## src/rtl/mwr_pkg.sv

```systemverilog
package mwr_pkg;

    localparam int ADDR_W        = 16;
    localparam int LANE_W        = 8;
    localparam int LANES         = 4;
    localparam int WORD_W        = LANE_W * LANES;
    localparam int IDX_W         = $clog2(LANES);
    localparam int DUR_W         = 5;
    localparam int ALE_CYCLES    = 2;
    localparam int MIN_DUR       = 2;
    localparam int FLASH_DUR     = 9;
    localparam int FLASH_STRETCH = 7;

    typedef enum logic [2:0] {
        ST_IDLE,
        ST_ALE,
        ST_AHOLD,
        ST_SETUP,
        ST_WRLOW,
        ST_WHOLD
    } mwr_state_e;

    typedef struct packed {
        mwr_state_e         state;
        logic [DUR_W-1:0]   cnt;
        logic [IDX_W-1:0]   idx;
        logic [ADDR_W-1:0]  addr;
        logic [WORD_W-1:0]  data;
        logic [DUR_W-1:0]   wlow;
        logic [DUR_W-1:0]   stretch;
        logic               hold;
    } mwr_ctl_t;

    typedef struct packed {
        logic [ADDR_W-1:0]  ad;
        logic               oe;
        logic               ale;
        logic               wr_n;
        logic               busy;
        logic               done;
        logic               err;
    } mwr_out_t;

endpackage

```

## src/rtl/mwr_cfg_check.sv

```systemverilog
module mwr_cfg_check
    import mwr_pkg::*;
(
    input  logic [DUR_W-1:0] dur,
    input  logic             flash,
    output logic             legal,
    output logic [DUR_W-1:0] wlow,
    output logic [DUR_W-1:0] stretch
);

    localparam logic [DUR_W-1:0] MinDur   = DUR_W'(MIN_DUR);
    localparam logic [DUR_W-1:0] FlashDur = DUR_W'(FLASH_DUR);
    localparam logic [DUR_W-1:0] FlashStr = DUR_W'(FLASH_STRETCH);

    always_comb begin
        legal   = (dur >= MinDur) && (!flash || (dur == FlashDur));
        stretch = flash ? FlashStr : '0;
        wlow    = dur - stretch;
    end

endmodule

```

## src/rtl/mwr_lane_sel.sv

```systemverilog
module mwr_lane_sel #(
    parameter int LANES  = 4,
    parameter int LANE_W = 8,
    localparam int SEL_W = (LANES > 1) ? $clog2(LANES) : 1
) (
    input  logic [LANES*LANE_W-1:0] word,
    input  logic [SEL_W-1:0]        sel,
    output logic [LANE_W-1:0]       lane
);

    logic [LANE_W-1:0] lanes [LANES];

    for (genvar g = 0; g < LANES; g++) begin : g_lane
        assign lanes[g] = word[g*LANE_W +: LANE_W];
    end

    assign lane = lanes[sel];

endmodule

```

## src/rtl/mux_byte_writer.sv

```systemverilog
module mux_byte_writer
    import mwr_pkg::*;
(
    input  logic                clk,
    input  logic                rst_n,
    input  logic                req_valid,
    input  logic [ADDR_W-1:0]   req_addr,
    input  logic [WORD_W-1:0]   req_data,
    input  logic [DUR_W-1:0]    cfg_dur,
    input  logic                cfg_hold,
    input  logic                cfg_flash,
    input  logic                cfg_ale_low,
    output logic                busy,
    output logic                done,
    output logic                err,
    output logic [ADDR_W-1:0]   bus_ad_out,
    output logic                bus_ad_oe,
    output logic                bus_ale,
    output logic                bus_wr_n,
    output logic                bus_rd_n
);

    localparam logic [IDX_W-1:0] LastIdx = IDX_W'(LANES - 1);
    localparam int               HiW     = ADDR_W - LANE_W;

    mwr_ctl_t ctl_d, ctl_q;
    mwr_out_t out_d, out_q;

    logic             req_legal;
    logic [DUR_W-1:0] req_wlow;
    logic [DUR_W-1:0] req_stretch;
    logic [LANE_W-1:0] lane_byte;

    mwr_cfg_check u_cfg (
        .dur     (cfg_dur),
        .flash   (cfg_flash),
        .legal   (req_legal),
        .wlow    (req_wlow),
        .stretch (req_stretch)
    );

    mwr_lane_sel #(
        .LANES  (LANES),
        .LANE_W (LANE_W)
    ) u_lane (
        .word (ctl_d.data),
        .sel  (ctl_d.idx),
        .lane (lane_byte)
    );

    logic finish_err;
    logic finish_done;

    // next control state
    always_comb begin
        ctl_d       = ctl_q;
        finish_err  = 1'b0;
        finish_done = 1'b0;
        unique case (ctl_q.state)
            ST_IDLE: begin
                if (req_valid) begin
                    if (req_legal) begin
                        ctl_d.state   = ST_ALE;
                        ctl_d.cnt     = DUR_W'(ALE_CYCLES - 1);
                        ctl_d.idx     = '0;
                        ctl_d.addr    = req_addr;
                        ctl_d.data    = req_data;
                        ctl_d.wlow    = req_wlow;
                        ctl_d.stretch = req_stretch;
                        ctl_d.hold    = cfg_hold;
                    end else begin
                        finish_err = 1'b1;
                    end
                end
            end
            ST_ALE: begin
                if (ctl_q.cnt == '0) begin
                    ctl_d.state = ST_AHOLD;
                    ctl_d.cnt   = '0;
                end else begin
                    ctl_d.cnt = ctl_q.cnt - 1'b1;
                end
            end
            ST_AHOLD: begin
                ctl_d.state = ST_SETUP;
                ctl_d.cnt   = '0;
            end
            ST_SETUP: begin
                if (ctl_q.cnt == '0) begin
                    ctl_d.state = ST_WRLOW;
                    ctl_d.cnt   = ctl_q.wlow - 1'b1;
                end else begin
                    ctl_d.cnt = ctl_q.cnt - 1'b1;
                end
            end
            ST_WRLOW, ST_WHOLD: begin
                if (ctl_q.state == ST_WRLOW && ctl_q.cnt != '0) begin
                    ctl_d.cnt = ctl_q.cnt - 1'b1;
                end else if (ctl_q.state == ST_WRLOW && ctl_q.hold) begin
                    ctl_d.state = ST_WHOLD;
                    ctl_d.cnt   = '0;
                end else if (ctl_q.idx == LastIdx) begin
                    ctl_d.state = ST_IDLE;
                    ctl_d.cnt   = '0;
                    finish_done = 1'b1;
                end else begin
                    ctl_d.state = ST_SETUP;
                    ctl_d.idx   = ctl_q.idx + 1'b1;
                    ctl_d.cnt   = ctl_q.stretch;
                end
            end
            default: ctl_d.state = ST_IDLE;
        endcase
    end

    // next registered bus outputs, decoded from the next state
    always_comb begin
        out_d      = '0;
        out_d.wr_n = 1'b1;
        out_d.err  = finish_err;
        out_d.done = finish_done;
        out_d.busy = (ctl_d.state != ST_IDLE);
        out_d.oe   = (ctl_d.state != ST_IDLE);
        out_d.ale  = (ctl_d.state == ST_ALE) ^ cfg_ale_low;
        unique case (ctl_d.state)
            ST_ALE, ST_AHOLD:            out_d.ad = ctl_d.addr;
            ST_SETUP, ST_WHOLD:          out_d.ad = {ctl_d.addr[ADDR_W-1 -: HiW], lane_byte};
            ST_WRLOW: begin
                out_d.ad   = {ctl_d.addr[ADDR_W-1 -: HiW], lane_byte};
                out_d.wr_n = 1'b0;
            end
            default:                     out_d.ad = '0;
        endcase
    end

    always_ff @(posedge clk or negedge rst_n) begin
        if (!rst_n) begin
            ctl_q       <= '0;
            ctl_q.state <= ST_IDLE;
            out_q       <= '0;
            out_q.wr_n  <= 1'b1;
        end else begin
            ctl_q <= ctl_d;
            out_q <= out_d;
        end
    end

    assign busy       = out_q.busy;
    assign done       = out_q.done;
    assign err        = out_q.err;
    assign bus_ad_out = out_q.ad;
    assign bus_ad_oe  = out_q.oe;
    assign bus_ale    = out_q.ale;
    assign bus_wr_n   = out_q.wr_n;
    assign bus_rd_n   = 1'b1;

endmodule

```

## config.mk

```make
export PLATFORM = sky130hd
export DESIGN_NAME = mux_byte_writer
export DESIGN_NICKNAME = d
export VERILOG_FILES = /design/src/rtl/mwr_pkg.sv /design/src/rtl/mwr_cfg_check.sv /design/src/rtl/mwr_lane_sel.sv /design/src/rtl/mux_byte_writer.sv
export SDC_FILE = /design/constraint.sdc
export NUM_CORES = 1
export LEC_CHECK = 0
export ABC_AREA = 1
export BUFFER_PORTS_ARGS = -buffer_cell sky130_fd_sc_hd__buf_2
export CORE_ASPECT_RATIO = 0.7
export CORE_UTILIZATION = 55
export CTS_CLUSTER_SIZE = 40
export DETAILED_ROUTE_END_ITERATION = 8
export PLACE_DENSITY_LB_ADDON = 0.1
export SYNTH_ARGS = -nofsm -noshare
export SYNTH_HDL_FRONTEND = slang
export SYNTH_SLANG_ARGS = --single-unit
```

## constraint.sdc

```tcl
create_clock -name clk -period 2.3 [get_ports clk]
set_input_delay 0.46 -clock clk [delete_from_list [all_inputs] [get_ports clk]]
set_output_delay 0.46 -clock clk [all_outputs]
set_load 0.1 [all_outputs]
```

==> results by group <==
Outcome
  – Status: finished clean

Logic synthesis
  – Ys Warns: 0
  – Cells after Synth: 482
  – Synthesized flop and latch total: 86
  – Mapped Nets: 548
  – Share of the yosys chip area belonging to registers: 0.513
  – Area share of the largest cell type after synthesis: 0.507
  – Distinct cells, synth: 35
  – Syn Std Cell Area: 0.00419 mm2
  – Syn Area/Cell: 8.70 um2
  – Synth area leader: dfrtp_1
  – Synth top area cells: dfrtp_1, nand2_1, nand3_1

Power
  – Power density cells: 1550 mW/mm2
  – Sw Ratio: 0.505
  – Clock power share: 0.138
  – Leakage: 0.00268 uW
  – Int Pwr: 3820 uW
  – Combinational Power Share: 0.545
  – Sw Pwr: 3900 uW
  – Sequential Power Share: 0.317
  – Peak VDD IR: 1.09 mV

Timing
  – RSZ-0062 raised after global routing: false
  – Fin crit share: 0.926
  – Max-Slew Margin vs Limit: 0.581
  – Clock skew: 0.00875 ns
  – Fin. max-slew vios: 0
  – Final Hold Fails: 0
  – Max Clock Freq: 470 MHz
  – Setup violations, final: 0
  – Setup TNS: 0 ns
  – Min cycle time layout: 2.13 ns
  – Tightest Pin Transition: 0.622 ns

Clock network
  – TritonCTS clock tree: built
  – Post-CTS Setup Repair Bufs: 0
  – CTS Sinks: 86
  – Clock Pin Slew Worst Setup and Hold Paths: 0.09 ns
  – Clk buf depth: 2
  – CTS Buf Count: 9
  – CTS root buf: clkbuf_8
  – Clk Latency, worst-skew pair: 0.35 ns
  – Htree depth: 3

Detailed routing
  – First drt pass iteration count: 4
  – Vias per cell: 5.11
  – Remaining DRCs: 0
  – Routed len/inst: 14.2 um
  – Routed Antenna Nets: 0
  – Detailed Route WL: 9640 um
  – DRT iter0 DRCs: 231
  – Via count: 3461

GRT
  – Aggregate global routing overflow: 0
  – Vias in the first global route: 3281
  – GRT Overall Usage: 0.259
  – Largest net degree at the start of global routing: 49
  – First-pass GRT wire length: 15700 um
  – Initial antenna violation count: 0

Final layout
  – Ant. Diodes: 0
  – Final nets: 640
  – Final Non-Filler Cells: 677
  – Area Overhead vs Synth: 18.4%
  – Layout cells sized above 1: 0.285

Floorplanning
  – Starting Density: 0.570
  – # IOs: 82
  – Die height: 75.1 um
  – Core Region: 0.00735 mm2
  – Rows: 26
  – Die W: 106 um
  – Total die area: 0.00798 mm2

Worst setup path
  – Crit-path cells: inv_1 > ha_1 > inv_1 > nor2_1 > nand2_4 > inv_1 > nand2_1 > nand3_1 > nor2_4 > inv_4 > nor2_8 > nor2_1
  – Crit end category: flop
  – Crit path DAT: 2.36 ns
  – Crit path largest cell delay: 0.40 ns
  – Crit Path Class: flop to flop
  – CP startpoint kind: flop
  – Req. time, crit path: 2.54 ns
  – Crit path max fanout: 9
  – Slowest stage cell on the critical path: dfrtp_1
  – Most used cell, CP: inv_1

Placed design
  – Post-Place Cells: 660
  – IO Port Bufs: 80
  – RePlAce Congestion: 0.863
  – Dpl hpwl: 7000 um

Run
  – Max cap viols: 0

Min path
  – HP Class: input pin to flop
## synth_stat cells
cell type	count
buf_2	4
nand4_1	12
ha_1	6
a21oi_4	1
nand2_2	22
o21ai_0	22
nor2_8	3
a21oi_2	1
dfrtp_1	85
o2111ai_1	2
nand2_1	158
or2_2	9
inv_1	38
a21oi_1	6
buf_6	3
fa_1	1
inv_4	2
xnor2_1	1
nor3_1	1
nand2_4	3
buf_4	5
buf_8	1
nand3_1	49
nand3_4	2
conb_1	1
xor2_1	7
nor2_4	2
nor2_2	1
inv_2	3
nand3b_1	1
nand4_2	2
nor2_1	23
dfstp_2	1
nand3_2	2
clkbuf_1	2
## power groups by stage
stage	clock network [uW]	registers, uW	logic (uW)
floorplan	0	3480	2250
global route	1140	2520	4630
global placement	0	2450	4080
CTS	1090	2450	4190
detailed placement	0	2470	4160
finish	1060	2450	4200
## area by class of cell
type / instances / area (um2)
well taps: 98 / 123
fillers: 642 / 2390
inverters: 43 / 166
repair buffers: 96 / 551
clock buffers: 9 / 124
clock inverters: 7 / 72.6
flip-flops and latches: 86 / 2150
multi-input cells: 338 / 1780
## path summary, 6_finish.rpt
path	end	slack, ns	depth (start not counted)	from
worst max-delay path	bus_ad_out[15]	0.17	12	ctl_q[61]
worst min-delay path	bus_ale	0.31	3	cfg_ale_low
worst max register to register	bus_ad_out[15]	0.17	12	ctl_q[61]
worst min register to register	ctl_q[40]	0.48	2	ctl_q[40]
max in group asynchronous	ctl_q[40]	1.20	3	rst_n
min in group asynchronous	ctl_q[63]	0.53	2	rst_n
## flip-flops by register name, indices dropped and copies added, names as in the netlist
register    flops
busy            1
ctl_q          65
bus_ale         1
bus_ad_out     16
done            1
err             1
bus_wr_n        1
## cells by family (layout without fill, tap and decap cells)
| group | after synthesis | after routing | synth area share |
|---|---|---|---|
| DFF | 86 | 86 | 0.513 |
| and+or+nand+nor | 290 | 290 | 0.336 |
| buffers and inverters | 58 | 155 | 0.0668 |
| adders and majority gates | 7 | 7 | 0.0227 |
| AOI/OAI and AO/OA | 32 | 32 | 0.0436 |
| xor gates and xnor gates | 8 | 8 | 0.0167 |
| other | 1 | 1 | 0.000894 |
## worst max-delay path, delay by kind of cell, from the launching register on
kind | cells | cell delay (ns)
simple gates | 7 | 1.11
buf+inv | 4 | 0.31
fa+ha+maj | 1 | 0.19
flops | 1 | 0.40
## layer usage
layer / wire (um) / track usage / vias to the layer above
met2: 4180 / 0.380 / 111
met1: 4860 / 0.385 / 1618
met4: 151 / 0.0988 / 0
met5: 0 / 0 / -
li1: - / - / 1716
met3: 451 / 0.0459 / 16
## metrics by stage
stage	total power (uW)	setup WS [ns]	cell area (um2)	utilization	hold WS, ns
3_5_place_dp	6630	0.162	4740	0.645	0.376
5_1_grt	8290	0.00563	4960	0.675	0.316
4_1_cts	7730	0.120	4950	0.673	0.303
6_report	7720	0.170	4960	0.675	0.311
3_3_place_gp	6530	0.230	4740	0.645	0.380
2_1_floorplan	5730	0.496	4190	-	0.164
## timing repair
| action | 4_1_cts | 5_1_grt |
|---|---|---|
| setup endpoints to repair | 0 | 7 |
| hold buffers | 1 | 0 |
| hold endpoints to repair | 19 | 0 |
| gates resized for setup | 0 | 2 |
## layout by cell type (no fill, tap or decap), types with 3 or more instances in the layout
master	netlist	routed
nand3_4	2	3
nand2_2	22	22
nand4_1	12	12
nor2_8	3	3
nand2_1	158	158
buf_4	5	14
or2_2	9	9
a21oi_1	6	6
clkbuf_8	0	9
dfrtp_1	85	85
nand2_4	3	3
nand3_1	49	49
buf_2	4	79
o21ai_0	22	22
xor2_1	7	7
inv_1	38	38
ha_1	6	6
inv_2	3	3
nor2_1	23	23
(Power assumes the default switching activity.)
